**config.mk**
```make
export PLATFORM = sky130hd
export DESIGN_NAME = spi_rp_top
export DESIGN_NICKNAME = d
export VERILOG_FILES = /design/src/rtl/spi_rp_pkg.sv /design/src/rtl/spi_rp_sync.sv /design/src/rtl/spi_rp_shift.sv /design/src/rtl/spi_rp_guard.sv /design/src/rtl/spi_rp_seq.sv /design/src/rtl/spi_rp_top.sv
export SDC_FILE = /design/constraint.sdc
export NUM_CORES = 1
export LEC_CHECK = 0
export ABC_AREA = 0
export BUFFER_PORTS_ARGS = -buffer_cell sky130_fd_sc_hd__buf_4
export CORE_ASPECT_RATIO = 1.5
export CORE_UTILIZATION = 45
export DETAILED_ROUTE_END_ITERATION = 16
export PLACE_DENSITY = 0.75
export SYNTH_ARGS = -nofsm -noshare
export SYNTH_HDL_FRONTEND = slang
export SYNTH_SLANG_ARGS = --single-unit
```
**constraint.sdc**
```tcl
create_clock -name clk -period 5.56 [get_ports clk]
set_clock_uncertainty 0.05 [all_clocks]
set_input_delay 0.278 -clock clk [delete_from_list [all_inputs] [get_ports clk]]
set_output_delay 0.278 -clock clk [all_outputs]
set_load 0.03 [all_outputs]
```
**src/rtl/spi_rp_pkg.sv**
```systemverilog
package spi_rp_pkg;
  localparam int ADDR_W = 7;
  localparam int DATA_W = 8;

  typedef logic [ADDR_W-1:0] reg_idx_t;
  typedef logic [DATA_W-1:0] byte_t;
  // extra top bit marks a cursor that has run past the last register
  typedef logic [ADDR_W:0]   cursor_t;

  typedef struct packed {
    reg_idx_t idx;
    logic     is_read;
  } cmd_t;

  function automatic cmd_t decode_cmd(byte_t b);
    cmd_t c;
    c.idx     = b[7:1];
    c.is_read = b[0];
    return c;
  endfunction

  function automatic cursor_t advance(cursor_t c);
    if (c[ADDR_W]) return c;
    return c + cursor_t'(1);
  endfunction

  function automatic logic in_window(reg_idx_t a, reg_idx_t lo, reg_idx_t hi);
    return (a >= lo) && (a <= hi);
  endfunction
endpackage

```
**src/rtl/spi_rp_sync.sv**
```systemverilog
module spi_rp_sync #(
  parameter int STAGES = 2,
  parameter int WIDTH  = 3,
  parameter logic [WIDTH-1:0] RST_VAL = '0
) (
  input  logic             clk,
  input  logic             rst_n,
  input  logic [WIDTH-1:0] d,
  output logic [WIDTH-1:0] q
);
  logic [WIDTH-1:0] st [STAGES];

  always_ff @(posedge clk or negedge rst_n) begin
    if (!rst_n) begin
      for (int i = 0; i < STAGES; i++) st[i] <= RST_VAL;
    end else begin
      st[0] <= d;
      for (int i = 1; i < STAGES; i++) st[i] <= st[i-1];
    end
  end

  assign q = st[STAGES-1];
endmodule

```
**src/rtl/spi_rp_shift.sv**
```systemverilog
module spi_rp_shift (
  input  logic       clk,
  input  logic       rst_n,
  input  logic       sclk_s,
  input  logic       cs_s_n,
  input  logic       mosi_s,
  input  logic       load_en,
  input  logic [7:0] load_val,
  output logic       frame_start,
  output logic       byte_done,
  output logic [7:0] rx_byte,
  output logic       miso,
  output logic       miso_oe
);
  logic       sclk_d, cs_d, miso_q;
  logic [2:0] bit_cnt;
  logic [7:0] rx_sh, tx_sh;
  logic       sclk_rise, sclk_fall, frame_end;

  assign sclk_rise   = ~cs_s_n & sclk_s & ~sclk_d;
  assign sclk_fall   = ~cs_s_n & ~sclk_s & sclk_d;
  assign frame_start = cs_d & ~cs_s_n;
  assign frame_end   = ~cs_d & cs_s_n;
  assign byte_done   = sclk_rise && (bit_cnt == 3'd7);
  assign rx_byte     = {rx_sh[6:0], mosi_s};

  always_ff @(posedge clk or negedge rst_n) begin
    if (!rst_n) begin
      sclk_d  <= 1'b0;
      cs_d    <= 1'b1;
      bit_cnt <= '0;
      rx_sh   <= '0;
      tx_sh   <= '0;
      miso_q  <= 1'b0;
    end else begin
      sclk_d <= sclk_s;
      cs_d   <= cs_s_n;
      if (frame_start || frame_end) begin
        bit_cnt <= '0;
        rx_sh   <= '0;
        tx_sh   <= '0;
        miso_q  <= 1'b0;
      end else begin
        if (sclk_rise) begin
          rx_sh   <= rx_byte;
          bit_cnt <= bit_cnt + 3'd1;
          if (load_en) tx_sh <= load_val;
        end
        if (sclk_fall) begin
          miso_q <= tx_sh[7];
          tx_sh  <= {tx_sh[6:0], 1'b0};
        end
      end
    end
  end

  assign miso    = miso_q;
  assign miso_oe = ~cs_d;
endmodule

```
**src/rtl/spi_rp_guard.sv**
```systemverilog
module spi_rp_guard
  import spi_rp_pkg::*;
#(
  parameter int MIN_GAP = 100,
  parameter int PROT_LO = 40,
  parameter int PROT_HI = 60
) (
  input  logic     clk,
  input  logic     rst_n,
  input  logic     cs_s_n,
  input  logic     frame_start,
  input  logic     wr_req,
  input  reg_idx_t wr_idx,
  input  logic     first_data,
  output logic     wr_ok,
  output logic     wr_drop,
  output logic     prot_err
);
  localparam int GAP_W = $clog2(MIN_GAP + 1);
  localparam logic [GAP_W-1:0] GAP_LIM = GAP_W'(MIN_GAP);

  logic [GAP_W-1:0] gap_cnt;
  logic             hot, err_q, gap_met, guarded;

  assign gap_met = gap_cnt >= GAP_LIM;
  assign guarded = in_window(wr_idx, reg_idx_t'(PROT_LO), reg_idx_t'(PROT_HI));
  assign wr_drop = wr_req & guarded & (~first_data | hot);
  assign wr_ok   = wr_req & ~wr_drop;

  always_ff @(posedge clk or negedge rst_n) begin
    if (!rst_n) begin
      gap_cnt <= GAP_LIM;
      hot     <= 1'b0;
      err_q   <= 1'b0;
    end else begin
      if (frame_start) begin
        gap_cnt <= '0;
        if (gap_met) hot <= 1'b0;
      end else if (cs_s_n && !gap_met) begin
        gap_cnt <= gap_cnt + 1'b1;
      end
      if (wr_ok && guarded) hot <= 1'b1;
      err_q <= err_q | wr_drop;
    end
  end

  assign prot_err = err_q;
endmodule

```
**src/rtl/spi_rp_seq.sv**
```systemverilog
module spi_rp_seq
  import spi_rp_pkg::*;
(
  input  logic     clk,
  input  logic     rst_n,
  input  logic     frame_start,
  input  logic     byte_done,
  input  byte_t    rx_byte,
  input  byte_t    reg_rdata,
  input  logic     wr_ok,
  output logic     load_en,
  output byte_t    load_val,
  output reg_idx_t reg_addr,
  output logic     reg_rd,
  output logic     reg_wr,
  output byte_t    reg_wdata,
  output logic     wr_req,
  output reg_idx_t wr_idx,
  output logic     first_data,
  output logic     rd_mode,
  output logic     past_end
);
  logic    have_cmd, rd_q, first_q;
  cursor_t cur, nxt;
  cmd_t    cmd;

  assign cmd = decode_cmd(rx_byte);
  assign nxt = advance(cur);

  always_comb begin
    load_en  = 1'b0;
    load_val = '0;
    reg_rd   = 1'b0;
    wr_req   = 1'b0;
    reg_addr = cur[ADDR_W-1:0];
    if (byte_done) begin
      if (!have_cmd) begin
        if (cmd.is_read) begin
          reg_rd   = 1'b1;
          reg_addr = cmd.idx;
          load_en  = 1'b1;
          load_val = reg_rdata;
        end
      end else if (rd_q) begin
        load_en = 1'b1;
        if (!nxt[ADDR_W]) begin
          reg_rd   = 1'b1;
          reg_addr = nxt[ADDR_W-1:0];
          load_val = reg_rdata;
        end
      end else begin
        wr_req = ~cur[ADDR_W];
      end
    end
  end

  assign reg_wr     = wr_ok;
  assign reg_wdata  = rx_byte;
  assign wr_idx     = cur[ADDR_W-1:0];
  assign first_data = first_q;
  assign rd_mode    = rd_q;
  assign past_end   = cur[ADDR_W];

  always_ff @(posedge clk or negedge rst_n) begin
    if (!rst_n) begin
      have_cmd <= 1'b0;
      rd_q     <= 1'b0;
      first_q  <= 1'b0;
      cur      <= '0;
    end else if (frame_start) begin
      have_cmd <= 1'b0;
      rd_q     <= 1'b0;
      first_q  <= 1'b0;
      cur      <= '0;
    end else if (byte_done) begin
      if (!have_cmd) begin
        have_cmd <= 1'b1;
        rd_q     <= cmd.is_read;
        cur      <= {1'b0, cmd.idx};
        first_q  <= 1'b1;
      end else begin
        cur     <= nxt;
        first_q <= 1'b0;
      end
    end
  end
endmodule

```
**src/rtl/spi_rp_top.sv**
```systemverilog
module spi_rp_top
  import spi_rp_pkg::*;
#(
  parameter int SYNC_STAGES = 2,
  parameter int MIN_GAP     = 100,
  parameter int PROT_LO     = 40,
  parameter int PROT_HI     = 60
) (
  input  logic       clk,
  input  logic       rst_n,
  input  logic       sclk,
  input  logic       cs_n,
  input  logic       mosi,
  output logic       miso,
  output logic       miso_oe,
  output logic [6:0] reg_addr,
  output logic       reg_wr,
  output logic [7:0] reg_wdata,
  output logic       reg_rd,
  input  logic [7:0] reg_rdata,
  output logic       prot_err
);
  logic [2:0] pins_s;
  logic       sclk_s, cs_s_n, mosi_s;
  logic       frame_start, byte_done, load_en;
  byte_t      rx_byte, load_val;
  logic       wr_req, wr_ok, wr_drop, first_data, rd_mode, past_end;
  reg_idx_t   wr_idx;

  spi_rp_sync #(.STAGES(SYNC_STAGES), .WIDTH(3), .RST_VAL(3'b010)) u_sync (
    .clk(clk), .rst_n(rst_n), .d({mosi, cs_n, sclk}), .q(pins_s)
  );
  assign sclk_s = pins_s[0];
  assign cs_s_n = pins_s[1];
  assign mosi_s = pins_s[2];

  spi_rp_shift u_shift (
    .clk(clk), .rst_n(rst_n), .sclk_s(sclk_s), .cs_s_n(cs_s_n), .mosi_s(mosi_s),
    .load_en(load_en), .load_val(load_val), .frame_start(frame_start),
    .byte_done(byte_done), .rx_byte(rx_byte), .miso(miso), .miso_oe(miso_oe)
  );

  spi_rp_seq u_seq (
    .clk(clk), .rst_n(rst_n), .frame_start(frame_start), .byte_done(byte_done),
    .rx_byte(rx_byte), .reg_rdata(reg_rdata), .wr_ok(wr_ok), .load_en(load_en),
    .load_val(load_val), .reg_addr(reg_addr), .reg_rd(reg_rd), .reg_wr(reg_wr),
    .reg_wdata(reg_wdata), .wr_req(wr_req), .wr_idx(wr_idx),
    .first_data(first_data), .rd_mode(rd_mode), .past_end(past_end)
  );

  spi_rp_guard #(.MIN_GAP(MIN_GAP), .PROT_LO(PROT_LO), .PROT_HI(PROT_HI)) u_guard (
    .clk(clk), .rst_n(rst_n), .cs_s_n(cs_s_n), .frame_start(frame_start),
    .wr_req(wr_req), .wr_idx(wr_idx), .first_data(first_data),
    .wr_ok(wr_ok), .wr_drop(wr_drop), .prot_err(prot_err)
  );
endmodule

```
==> flow_metrics.py, run 1 <==
metrics = {
    "die": {
        "die_w_um": 64.5,
        "coreArea_um2": 5570,
        "die_area_um2": 6180,
        "start_util_pct": 47.3,
        "io_pins": 33,
        "die_height_um": 95.8,
        "rows": 33,
    },
    "layout": {
        "area_delta_synth_final_pct": 13.3,
        "fillers": 510,
        "drive_above_1_share_pct": 18.8,
        "nets": 312,
        "stdcell_area_um2": 2990,
        "instances_no_fill": 363,
        "diodes": 0,
        "final_core_util_pct": 53.6,
    },
    "yosys": {
        "seq_area_frac_synth_pct": 44.9,
        "synth_fa_ha_area_share_pct": 3.32,
        "synthSimpleGateAreaFrac_pct": 17.9,
        "yosys.area.top_type": "dfrtp_1",
        "synth_common_cells": "dfrtp_1 (41), nor2_1 (23), a21oi_1 (18)",
        "synth_area_per_cell_um2": 9.77,
        "async_flop_share_pct": 100,
        "synth_fp_nets": 290,
        "yosysTopAreaCellShare_pct": 38.9,
        "ys_ff_latch": 47,
        "synthFlopType": "dfrtp_1",
        "yosysWarningCount": 0,
        "syn_area_um2": 2640,
        "synth_cell_type_count": 55,
        "synthCells": 270,
        "synth_compound_area_share_pct": 23.2,
        "synth_edf_count": 0,
        "synth_most_common_cell": "dfrtp_1",
        "synth_mux_area_share_pct": 5.03,
        "synth_top_family_by_area": "compound AO/OA/AOI/OAI gates",
        "synthXorXnorAreaFrac_pct": 0.664,
        "synthTopCellsByArea": "dfrtp_1 (39%), dfstp_2 (6.0%), mux2i_1 (4.2%)",
    },
    "worst_setup_path": {
        "r2r_setup_slack_ns": 3.02,
        "cp_max_fo": 12,
        "crit_arrival_ns": 2.66,
        "endpoint": "reg_addr[3]",
        "timing.rr.start": "u_shift.bit_cnt[0]",
        "r2r_end": "u_seq.cur[6]",
        "critical_path.startpoint": "u_shift.bit_cnt[0]",
        "critPathCaptureType": "output port",
        "crit_type": "reg2out",
        "reg2reg_depth": 6,
        "worst_ep_required_time_ns": 5.23,
        "cp-start-kind": "flop",
    },
    "clock_tree": {
        "cts_resized": 0,
        "cts_buffers": 5,
        "clockRootBuffer": "clkbuf_8",
        "clk_path_buf_depth": 2,
        "clock_sinks": 47,
        "clock_latency_ns": 0.30,
        "clk_pin_slew_ns": 0.09,
        "htreeDepth": 2,
        "cts_tree": "done",
        "cts_hold_buf": 1,
        "cts_setup_buffers": 0,
    },
    "detailed_routing": {
        "drc": 0,
        "wl_um": 5830,
        "num_vias": 2157,
        "drt_iter0_drc": 183,
        "wire_per_inst_um": 16.1,
        "avgViaCountPerCell": 5.94,
        "postRouteAntennaNets": 0,
        "drtPass1Iterations": 4,
    },
    "timing": {
        "clock.fmax_mhz": 334,
        "slew_viol_final": 0,
        "rsz0062_at_grt": "no",
        "fin_crit_sh_pct": 53.8,
        "tightest_slew_ns": 0.982,
        "hold_viol_final": 0,
        "timing.final.ws_setup_ns": 2.57,
        "setup-tns-final_ns": 0,
        "relSlewSlack_pct": 34.2,
        "period_minus_slack_ns": 2.99,
        "setup_viol": 0,
    },
    "global_routing": {
        "grt_antenna_before_repair": 0,
        "grt_overflow": 0,
        "grt_pass1_wl_um": 9780,
        "grt_start_max_net_pins": 48,
        "grt_util_all_layers_pct": 20.4,
        "grt_pass1_vias": 2014,
    },
    "run_status": {
        "outcome": "finished, final reports clean",
    },
    "placement": {
        "gp_congestion": 0.893,
        "pre_cts_slack_ns": 2.91,
        "place_area_um2": 2880,
        "dp.cells": 354,
        "portBuffers": 32,
        "hpwl_um": 4100,
    },
    "power_and_ir_drop": {
        "ir_worst_vdd_v": 0.000152,
        "cellPowerDensity_nw_per_um2": 225,
        "p_leak_nw": 1.36,
    },
    "min_path": {
        "hp-class": "in2reg",
        "worstHoldStart": "cs_n",
    },
    "job": {
        "maxCapViolations": 0,
    },
}
-- worst min path at each step --
stage | cells past startpoint | endpoint | slack, ns
detailed placement | 1 | u_shift.rx_sh[2] | 0.27
CTS | 1 | u_sync.st[4] | 0.02
global route | 1 | u_sync.st[3] | 0.01
floorplan | 0 | u_guard.gap_cnt[0] | -0.07
finish | 1 | u_sync.st[4] | 0.03
global placement | 1 | u_shift.rx_sh[2] | 0.27
-- area by class of cell --
type | count | area, µm² | share of cell area, %
multi-input combinational | 194 | 1330 | 44.4
sequential | 47 | 1180 | 39.6
timing repair buffer | 33 | 250 | 8.37
tap | 70 | 87.6 | 2.93
clock buffer | 6 | 82.6 | 2.76
inverter | 11 | 41.3 | 1.38
clock inverter | 2 | 16.3 | 0.544
-- through the flow --
| stage | hold WS (ns) | total power (W) |
|---|---|---|
| floorplan | -0.0676 | 0.000430 |
| global placement | 0.270 | 0.000456 |
| detailed placement | 0.275 | 0.000458 |
| CTS | 0.0180 | 0.000679 |
| global route | 0.0140 | 0.000704 |
| finish | 0.0284 | 0.000671 |
-- logic make-up (layout without fill, tap and decap cells) --
kind of cell             Yosys count  in the layout
AND/OR/NAND/NOR                   87             87
AO/OA/AOI/OAI                     85             85
flip-flops                        47             47
buffers and inverters             29             52
multiplexers                      13             13
adder cells (fa/ha/maj)            7              7
XOR/XNOR                           2              2
-- placed cells by master, fill, tap and decap left out, drive strengths merged, types with 4 or more instances in the layout --
master   n
a21oi   18
a21o    15
a22oi    5
nand3    8
clkbuf   6
buf     32
o21ai   15
nand2b   8
nor2    23
dfrtp   41
o22ai    4
a22o     7
inv     11
nand2   17
o211ai   5
mux2i   11
or4      4
ha       7
nor3     6
dfstp    6
-- where the power goes --
group	internal, W	leakage [nW]	switching [W]
Sequential	0.000362	0.620	0.0000263
Clock	0.000102	0.0474	0.000119
Combinational	0.0000265	0.694	0.0000358
Total	0.000490	1.36	0.000181
-- metal layers --
layer | vias to the layer above | global-route usage, % | wire (µm)
met5 | - | 0 | 0
met4 | 0 | 9.81 | 166
met3 | 15 | 2.96 | 190
met2 | 59 | 34.6 | 2960
met1 | 1050 | 25.3 | 2520
li1 | 1033 | - | -
-- sequential cells by signal, summed over array words and instances (netlist names) --
signal and count:
u_sync.q 3, u_seq.rd_mode 1, u_shift.rx_sh 7, u_guard.prot_err 1
u_shift.bit_cnt 3, u_seq.have_cmd 1, u_seq.cur 8, u_seq.first_data 1
u_shift.tx_sh 8, u_sync.st 3, u_shift.sclk_d 1, u_guard.hot 1
u_shift.cs_d 1, u_shift.miso 1, u_guard.gap_cnt 7
-- critical path, stage by stage (launching register included) --
cell and delay [ns]:
dfrtp_1 0.38, ha_1 0.16, ha_1 0.15, and4bb_1 0.48, o211ai_2 0.35, mux2_1 0.40, a221o_1 0.29, buf_4 0.17
(Power assumes the default switching activity.)
==> inputs of run 2 (changes only) <==
- clock period: 5.56 -> 3.1 ns (I/O delays scaled with it)
==> flow_metrics.py, run 2 (synthesis results as in run 1) <==
metrics = {
    "power_and_ir_drop": {
        "cellPowerDensity_nw_per_um2": 387,
        "ir_worst_vdd_v": 0.000319,
        "p_leak_nw": 1.38,
    },
    "worst_setup_path": {
        "cp-start-kind": "flop",
        "worst_ep_required_time_ns": 2.89,
        "critPathSlowestCell": "and4bb_1",
        "cp_max_fo": 12,
        "critPathCaptureType": "output port",
        "crit_type": "reg2out",
        "crit_arrival_ns": 2.71,
        "crit_top_cell": "ha_1",
        "cpPeakStageDelay_ns": 0.48,
        "worstPathCellList": "ha_1, ha_1, and4bb_1, o211ai_2, mux2_1, a221o_1, buf_4",
        "reg2reg_depth": 6,
    },
    "clock_tree": {
        "clock_sinks": 47,
        "clk_path_buf_depth": 2,
        "clock_latency_ns": 0.30,
        "clk_pin_slew_ns": 0.08,
        "cts_buffers": 5,
        "cts_setup_buffers": 0,
        "clockRootBuffer": "clkbuf_8",
        "htreeDepth": 2,
        "cts_tree": "done",
    },
    "layout": {
        "instances_no_fill": 368,
        "drive_above_1_share_pct": 18.1,
        "seqCellArea_um2": 1180,
        "layout_commonest_cell": "dfrtp_1",
        "diodes": 0,
        "fillers": 509,
        "area_delta_synth_final_pct": 14.4,
        "layout_common_cells": "dfrtp_1 (41), buf_4 (33), nor2_1 (23)",
        "nets": 317,
        "top_regs": "u_seq.cur (8), u_shift.tx_sh (8)",
        "multi_input_area_um2": 1330,
        "final_core_util_pct": 54.2,
    },
    "die": {
        "die_w_um": 64.5,
        "coreArea_um2": 5570,
        "start_util_pct": 47.3,
        "die_area_um2": 6180,
        "io_pins": 33,
        "die_height_um": 95.8,
        "rows": 33,
    },
    "global_routing": {
        "grt_pass1_wl_um": 10000,
        "grt_pass1_vias": 2184,
        "grt_antenna_before_repair": 0,
        "grt_overflow": 0,
        "grt_util_all_layers_pct": 21.0,
        "grt_start_max_net_pins": 48,
    },
    "job": {
        "maxCapViolations": 0,
    },
    "detailed_routing": {
        "drc": 0,
        "wire_per_inst_um": 16.1,
        "drtPass1Iterations": 4,
        "postRouteAntennaNets": 0,
        "avgViaCountPerCell": 5.96,
        "drt_iter0_drc": 194,
        "wl_um": 5940,
        "num_vias": 2194,
    },
    "timing": {
        "hold_slack_ns": 0.0107,
        "relSlewSlack_pct": 34.3,
        "tightest_slew_ns": 0.982,
        "hold_viol_final": 0,
        "setup-tns-final_ns": 0,
        "clock.fmax_mhz": 343,
        "slew_viol_final": 0,
        "fin_crit_sh_pct": 94.0,
        "rsz0062_at_grt": "no",
        "period_minus_slack_ns": 2.91,
        "setup_viol": 0,
    },
    "run_status": {
        "outcome": "finished, final reports clean",
    },
    "placement": {
        "gp_congestion": 0.876,
        "portBuffers": 32,
        "dp.cells": 355,
        "hpwl_um": 4180,
    },
    "min_path": {
        "min_delay_path_depth": 2,
        "hp-class": "in2reg",
    },
}
run 2: through the flow:
stage	area [µm²]	power, W	worst slack [ns]
after floorplan	2640	0.000771	0.684
after global placement	2890	0.000817	0.621
after detailed placement	2890	0.000823	0.532
after CTS	3020	0.00118	0.184
after global routing	3020	0.00122	0.0154
final	3020	0.00117	0.187
run 2: per-layer routing:
layer	share of wire (%)	up-vias	track usage (%)
met5	0	-	0
met4	2.9	0	11.5
met3	3.9	14	3.20
met2	52	58	36.5
met1	41	1080	24.6
li1	-	1042	-
run 2: area by class of cell:
cell class,instances,area share [%]
clock buffer,7,2.53
clock inverter,1,0.166
inverter,11,1.37
multi-input combinational,194,44.0
sequential,47,39.2
tap,70,2.90
timing repair buffer,38,9.86
run 2: path summary, 6_finish.rpt:
path / startpoint / endpoint / slack (ns)
hold reg to reg: u_sync.st[3] / u_sync.q[0] / 0.31
min in group asynchronous: rst_n / u_shift.rx_sh[3] / 0.34
hold / removal: reg_rdata[3] / u_shift.tx_sh[3] / 0.01
max in group asynchronous: rst_n / u_shift.tx_sh[3] / 2.24
setup reg to reg: u_shift.bit_cnt[0] / u_shift.tx_sh[4] / 0.69
setup / recovery: u_shift.bit_cnt[0] / reg_addr[3] / 0.19
run 2: critical path: cells and delay by family, from the launching register on:
kind | cells | cell delay, ns
AOI/OAI and AO/OA | 2 | 0.65
and+or+nand+nor | 1 | 0.48
DFF | 1 | 0.37
buffers and inverters | 1 | 0.17
adders and majority gates | 2 | 0.33
muxes | 1 | 0.41
run 2: what timing repair did:
item	CTS	global route
endpoints found under the setup margin	0	0
gates resized for setup	0	0
endpoints found under the hold margin	45	0
hold buffers	5	0
run 2: report_power, final:
group,switching (W),leakage (nW),internal [W]
logic,0.0000661,0.715,0.0000511
clock network,0.000194,0.0422,0.000158
registers,0.0000483,0.620,0.000649
total,0.000308,1.38,0.000859
